**src/rtl/pss_pkg.sv**
```systemverilog
package pss_pkg;
    typedef enum logic [1:0] {
        ST_IDLE = 2'd0,
        ST_HIGH = 2'd1,
        ST_LOW  = 2'd2
    } pss_state_e;
endpackage

```
**src/rtl/pss_main_cnt.sv**
```systemverilog
module pss_main_cnt #(
    parameter int N_W = 11
) (
    input  logic           clk,
    input  logic           rst_n,
    input  logic [N_W-1:0] n_in,
    output logic           wrap_o,
    output logic           start_o
);
    logic [N_W-1:0] n_left;
    logic [N_W-1:0] n_lat;
    logic           start_q;

    always_ff @(posedge clk or negedge rst_n) begin
        if (!rst_n) begin
            n_left  <= '0;
            n_lat   <= '0;
            start_q <= 1'b0;
        end else if (n_left == '0) begin
            n_left  <= n_in - 1'b1;
            n_lat   <= n_in;
            start_q <= 1'b1;
        end else begin
            n_left  <= n_left - 1'b1;
            start_q <= 1'b0;
        end
    end

    always_comb begin
        wrap_o  = (n_left == '0);
        start_o = start_q;
    end

    // the period pulse never lasts longer than one cycle when N is at least 2
    a_r2_pulse_single: assert property (@(posedge clk) disable iff (!rst_n)
        (start_q && (n_lat > 1)) |=> !start_q);
    // the remaining count stays below the latched N
    a_r2_left_below_n: assert property (@(posedge clk) disable iff (!rst_n)
        (n_lat != '0) |-> (n_left < n_lat));
    // the latched N changes only at a boundary
    a_r5_n_held: assert property (@(posedge clk) disable iff (!rst_n)
        !wrap_o |=> $stable(n_lat));
endmodule

```
**src/rtl/pss_swallow_fsm.sv**
```systemverilog
module pss_swallow_fsm
    import pss_pkg::*;
#(
    parameter int A_W = 7
) (
    input  logic           clk,
    input  logic           rst_n,
    input  logic           wrap_i,
    input  logic [A_W-1:0] a_in,
    output logic           mc_o
);
    pss_state_e     state, nxt;
    logic [A_W-1:0] a_left;

    always_comb begin
        nxt = state;
        unique case (state)
            ST_IDLE, ST_LOW: begin
                if (wrap_i) nxt = (a_in != '0) ? ST_HIGH : ST_LOW;
            end
            ST_HIGH: begin
                if (wrap_i)              nxt = (a_in != '0) ? ST_HIGH : ST_LOW;
                else if (a_left == '0)   nxt = ST_LOW;
            end
            default: nxt = ST_IDLE;
        endcase
    end

    always_ff @(posedge clk or negedge rst_n) begin
        if (!rst_n) state <= ST_IDLE;
        else        state <= nxt;
    end

    always_ff @(posedge clk or negedge rst_n) begin
        if (!rst_n)                                a_left <= '0;
        else if (wrap_i)                           a_left <= a_in - 1'b1;
        else if (state == ST_HIGH && a_left != '0) a_left <= a_left - 1'b1;
    end

    always_comb begin
        mc_o = (state == ST_HIGH);
    end

    // the swallow phase only begins at a period boundary
    a_r3_rise_at_boundary: assert property (@(posedge clk) disable iff (!rst_n)
        $rose(mc_o) |-> $past(wrap_i));
    // the swallow phase ends once its count is used up
    a_r3_swallow_ends: assert property (@(posedge clk) disable iff (!rst_n)
        (state == ST_HIGH && !wrap_i && a_left == '0) |=> !mc_o);
    // a zero swallow count keeps modulus control low in the new period
    a_r4_zero_stays_low: assert property (@(posedge clk) disable iff (!rst_n)
        (wrap_i && a_in == '0) |=> !mc_o);
endmodule

```
**src/rtl/pss_divider_ctrl.sv**
```systemverilog
module pss_divider_ctrl #(
    parameter int N_W = 11,
    parameter int A_W = 7
) (
    input  logic           clk_pre,
    input  logic           rst_n,
    input  logic [N_W-1:0] n_ratio,
    input  logic [A_W-1:0] a_ratio,
    input  logic           mod_sel_i,
    output logic           mc_o,
    output logic           mod_sel_o,
    output logic           div_pulse_o
);
    logic wrap;
    logic sel_q;

    pss_main_cnt #(.N_W(N_W)) u_main (
        .clk     (clk_pre),
        .rst_n   (rst_n),
        .n_in    (n_ratio),
        .wrap_o  (wrap),
        .start_o (div_pulse_o)
    );

    pss_swallow_fsm #(.A_W(A_W)) u_fsm (
        .clk    (clk_pre),
        .rst_n  (rst_n),
        .wrap_i (wrap),
        .a_in   (a_ratio),
        .mc_o   (mc_o)
    );

    always_ff @(posedge clk_pre or negedge rst_n) begin
        if (!rst_n)    sel_q <= 1'b0;
        else if (wrap) sel_q <= mod_sel_i;
    end

    always_comb begin
        mod_sel_o = sel_q;
    end

    // the range select changes only at a boundary
    a_r6_sel_held: assert property (@(posedge clk_pre) disable iff (!rst_n)
        !wrap |=> $stable(mod_sel_o));
    // a pulse always follows a boundary edge
    a_r2_pulse_after_wrap: assert property (@(posedge clk_pre) disable iff (!rst_n)
        div_pulse_o |-> $past(wrap));
endmodule

```
**config.mk**
```make
export PLATFORM = sky130hd
export DESIGN_NAME = pss_divider_ctrl
export DESIGN_NICKNAME = d
export VERILOG_FILES = /design/src/rtl/pss_pkg.sv /design/src/rtl/pss_main_cnt.sv /design/src/rtl/pss_swallow_fsm.sv /design/src/rtl/pss_divider_ctrl.sv
export SDC_FILE = /design/constraint.sdc
export NUM_CORES = 1
export LEC_CHECK = 0
export BUFFER_PORTS_ARGS = -buffer_cell sky130_fd_sc_hd__buf_2
export CAP_MARGIN = 20
export CORE_MARGIN = 2
export CORE_UTILIZATION = 55
export CTS_CLUSTER_DIAMETER = 30
export DETAILED_ROUTE_END_ITERATION = 6
export HOLD_SLACK_MARGIN = 0.1
export PLACE_DENSITY = 0.8
export SYNTH_ARGS = -nofsm -noshare
export SYNTH_HDL_FRONTEND = slang
export SYNTH_SLANG_ARGS = --single-unit
export TNS_END_PERCENT = 50
```
**constraint.sdc**
```tcl
create_clock -name clk_pre -period 3.55 [get_ports clk_pre]
set_input_delay 0.71 -clock clk_pre [delete_from_list [all_inputs] [get_ports clk_pre]]
set_output_delay 0.71 -clock clk_pre [all_outputs]
set_load 0.01 [all_outputs]
```
After elaboration in Yosys (flattened, before gate mapping) --
Cells that the tools add are included.
Word-level totals: word-level logic and storage cells 31, bits in registers 22
Cells by class: mux-type cells 9, $add $sub $neg 4, reduce and logical (&&, ||, !) cells 9, eq/ne operators 4
Operator list (count):
- 11-bit by 1-bit subtractor with 11-bit output (second input constant) | 2
- 7-bit 2-to-1 mux | 2
- 7-bit nonzero test | 2
- 7-bit by 1-bit subtractor with 7-bit output (second input constant) | 2
- 11-bit zero test | 1
- 11-bit 2-to-1 mux | 1
- 2-bit 2-to-1 mux | 4
- 7-bit zero test | 1
- 2-bit case mux with 2 select lines | 1
- 3-bit by 1-bit inequality test with 1-bit output (second input constant) | 1
- 2-bit by 1-bit equality test with 1-bit output (second input constant) | 1
- 2-bit equality test (second input constant) | 1
- 2-bit zero test | 1
- 2-bit by 1-bit inequality test with 1-bit output (second input constant) | 1
- 2-bit AND reduction | 1
- 2-bit nonzero test | 1
- 2-bit OR reduction | 1
- 1-bit logical AND | 1
- 1-bit 2-to-1 mux | 1

Longest topological paths before layout --
word-level depth 4, mapped depth 11

By module --
Synthesis repeated with hierarchy kept, for this count alone.
Second synthesis, totals: cell total of the unflattened synthesis 149, area, all modules 1478.9 um2
Modules (own cells, without submodules):
- pss_main_cnt | cells each 85, instances 1, area each 795.8 um2
- pss_swallow_fsm | cells each 62, instances 1, area each 643.1 um2
- pss_divider_ctrl | cells each 2, instances 1, area each 40.0 um2

Worst setup path after synthesis --
OpenSTA, ideal clock, no wires.
path type reg2reg, start register u_main.n_left[5], end register u_main.n_left[10], cell stages (with the launch flop) 12, clock period less this slack 2574 ps, setup slack 976 ps, arrival 2447 ps, library setup time 128 ps, required time 3422 ps, buffers on the path 1, cell sequence dfrtp_1 > or3_4 > nand4b_4 > clkinv_2 > buf_2 > a21oi_1 > ha_1 > or3b_4 > or3_1 > a31oi_2 > nand3_1 > xor2_1
Between the ends: word-level cells in the longest chain between the ends 2, elaborated cells between the ends (all ways) 3, classes of those cells add/sub (1); mux (1); reduce/logical (1)
Ends and longest elaborated chain:
- from (decl) | line pss_main_cnt.sv:10 | logic [N_W-1:0] n_left;
- from (signal assigned) | line pss_main_cnt.sv:20 | n_left <= n_in - 1'b1;
- from (signal assigned) | line pss_main_cnt.sv:24 | n_left <= n_left - 1'b1;
- 11-bit zero test
- net u_fsm.wrap_i | line pss_swallow_fsm.sv:8 | input logic wrap_i,
- 11-bit 2-to-1 mux | line pss_main_cnt.sv:19 | end else if (n_left == '0) begin
The timed path passes the listed nets, and every way through them passes these cells. A chain may end at the register's enable or synchronous reset.

Worst setup path after layout --
start register u_main.n_left[5], end register u_main.n_left[10]
Between the ends: word-level cells in the longest chain between the ends 2, elaborated cells between the ends (all ways) 3, classes of those cells add/sub (1); mux (1); reduce/logical (1)
Ends and longest elaborated chain (line):
- 11-bit by 1-bit subtractor with 11-bit output / 11-bit zero test (equally long branches) | pss_main_cnt.sv:24, pss_main_cnt.sv:19
- 11-bit 2-to-1 mux (*) | pss_main_cnt.sv:19
Every way passes the cells marked *; elsewhere a longest branch is shown, timed or not.

==> metrics.yaml <==
status: "finished, final reports clean"
postSynthAreaPerCell_um2: 9.21
cts_buffer_depth: 2
globalRouteTotalUtil_pct: 22.4
place_hpwl_mm: 2.18
cts_tree: "yes"
netlist.area_leader.share_pct: 39.1
fp.dieW_um: 54.6
cts_hold_buf: 0
place_area_um2: 1550
cts_buffers: 3
fp.dieArea_um2: 2980
place_inst: 204
p_leak_nw: 0.711
timing.final.ws_setup_ps: 788
min_period_ps: 2760
ys_seq_area_share_pct: 39.1
final_cell_mix: "buf_2 (23), dfrtp_1 (22), nor2_1 (17)"
fin_area_um2: 1590
powerDensity_nw_per_um2: 616
skew_ps: 2.17
r2r_end: "u_main.n_left[10]$_DFF_PN0_"
synth_ff_type: "dfrtp_1"
place_ws_ps: 813
hold_class: "in2async"
cap_violations: 0
grt_pass1_wl_mm: 4.79
synth_edf_count: 0
root_buffer: "clkbuf_4"
dr.pass1.iters: 4
fill_cells: 207
setup_viol: 0
cts.sinks: 22
antenna_found_initial: 0
synthArstFlopShare_pct: 100
clock_latency_ps: 320
nets: 202
yosysUniqueCellTypes: 47
tightest_slew_ps: 576
synth_top_cell_by_area: "dfrtp_1"
finalSetupTns_ps: 0
path_clk_slew_ps: 130
netSwitchingFraction_pct: 38.7
htreeDepth: 1
overflow: 0
critPathMaxFanout: 15
synth-warning-count: 0
yosys-top-cells-area: "dfrtp_1 (39%), a21oi_1 (5.3%), nor2_1 (4.5%)"
required_ps: 3760
ys_ff_latch: 22
grt_max_degree: 23
drv_slew: 0
p_comb_share_pct: 38.5
finalCritPeriodShare_pct: 77.8
slew-limit-headroom_pct: 61.3
layout.cells.non_filler: 208
rsz0062_at_grt: "false"
rr_startpoint: "u_main.n_left[5]$_DFF_PN0_"
p_total_mw: 0.977
drtIter0Drc: 22
arrival_ps: 2970
start_kind: "register"
chipHeight_um: 54.6
dr_total_vias: 1238
ff2ff_path_depth: 10
synth_fp_nets: 176
port-buffer-count: 23
syn2layout_area_growth_pct: 12.5
cp-end-kind: "register"
p_seq_share_pct: 46.6
criticalPathCategory: "reg2reg"
vias_per_cell: 5.95
fmax_ghz: 0.362
p_clk_share_pct: 14.9
gp_congestion: 0.822
first_global_vias: 1115
ioPinCount: 24
hold_viol: 0
synth_cells: 153
row_count: 18
finalWirelength_mm: 2.98
core_area_um2: 2450
final_common_cell: "buf_2"
postCtsSetupRepairBufs: 0
intPower_mw: 0.599
route.detailed.drc: 0
syn-cell-area_um2: 1410
drive_gt1_share_pct: 23.6
power_switching_mw: 0.378
routedWlPerCell_um: 14.3
start_util_pct: 57.4
postCtsResizedCells: 0
diodes: 0
worst-r2r-setup-slack_ps: 790
postRouteAntennaNets: 0
ir_drop_mv: 0.415
## cells in the mapped netlist (3+ instances only)
library cell / n
xnor2_1: 6
dfrtp_1: 22
nor2_1: 17
mux2i_1: 4
xor2_1: 7
nand2_1: 16
o21ai_0: 6
or3_1: 4
nor3b_1: 3
nor3_1: 10
nand3_1: 3
a21oi_1: 15
## cell families after synthesis
logic type	count (synthesis)	synth area share [%]
AO/OA/AOI/OAI	42	21.0
buffers and inverters	5	2.04
flip-flops	22	39.1
XOR/XNOR	13	8.08
AND/OR/NAND/NOR	65	25.2
multiplexers	4	2.84
adder cells (fa/ha/maj)	2	1.78
## power groups by stage
stage	clock (mW)	sequential, mW	combinational, mW
final	0.145	0.456	0.376
after global placement	0	0.454	0.362
after global routing	0.159	0.471	0.425
after detailed placement	0	0.459	0.374
after CTS	0.150	0.453	0.378
after floorplan	0	0.432	0.305
## per-stage QoR
stage / hold slack [ps] / utilization [%]
4_1_cts: 349 / 64.6
5_1_grt: 367 / 64.6
6_report: 342 / 64.6
3_3_place_gp: 459 / 63.1
3_5_place_dp: 481 / 63.1
2_1_floorplan: 414 / -
## sequential cells by signal (all words and copies together), names as in the netlist
name / cells
u_main.start_o: 1
u_fsm.state: 2
u_fsm.a_left: 7
mod_sel_o: 1
u_main.n_left: 11
## worst max path at each step
stage / startpoint / endpoint / slack, ps / cells after the start
global route: u_main.n_left[5]$_DFF_PN0_ / u_main.n_left[10]$_DFF_PN0_ / 580 / 10
detailed placement: u_main.n_left[5]$_DFF_PN0_ / u_main.n_left[10]$_DFF_PN0_ / 810 / 10
finish: u_main.n_left[5]$_DFF_PN0_ / u_main.n_left[10]$_DFF_PN0_ / 790 / 10
global placement: u_main.n_left[5]$_DFF_PN0_ / u_main.n_left[10]$_DFF_PN0_ / 850 / 10
floorplan: u_main.n_left[5]$_DFF_PN0_ / u_main.n_left[10]$_DFF_PN0_ / 980 / 11
CTS: u_main.n_left[5]$_DFF_PN0_ / u_main.n_left[10]$_DFF_PN0_ / 780 / 10
## worst max-delay path, stage by stage (launching register included)
cell	delay, ps
dfrtp_1	440
or3_4	170
nand4b_4	250
clkinv_2	140
a21oi_1	210
ha_1	200
or3b_4	420
or3_1	340
a31oi_2	200
nand3_1	110
xor2_1	170
## per-layer routing
layer,share of wire (%),global-route usage [%],vias to the layer above
met5,0,0,-
met4,2.6,10.0,0
met3,5.6,2.73,11
met2,48,38.7,45
met1,44,27.5,576
li1,-,-,606
## layout make-up
cell class / instances / area (um^2) / area share [%]
flip-flops and latches: 22 / 551 / 34.7
clock buffers: 4 / 36.3 / 2.29
inverters: 2 / 8.76 / 0.552
well taps: 30 / 37.5 / 2.37
repair buffers: 24 / 123 / 7.73
multi-input cells: 126 / 830 / 52.3
Note: power is estimated with default switching activity, not from simulation.
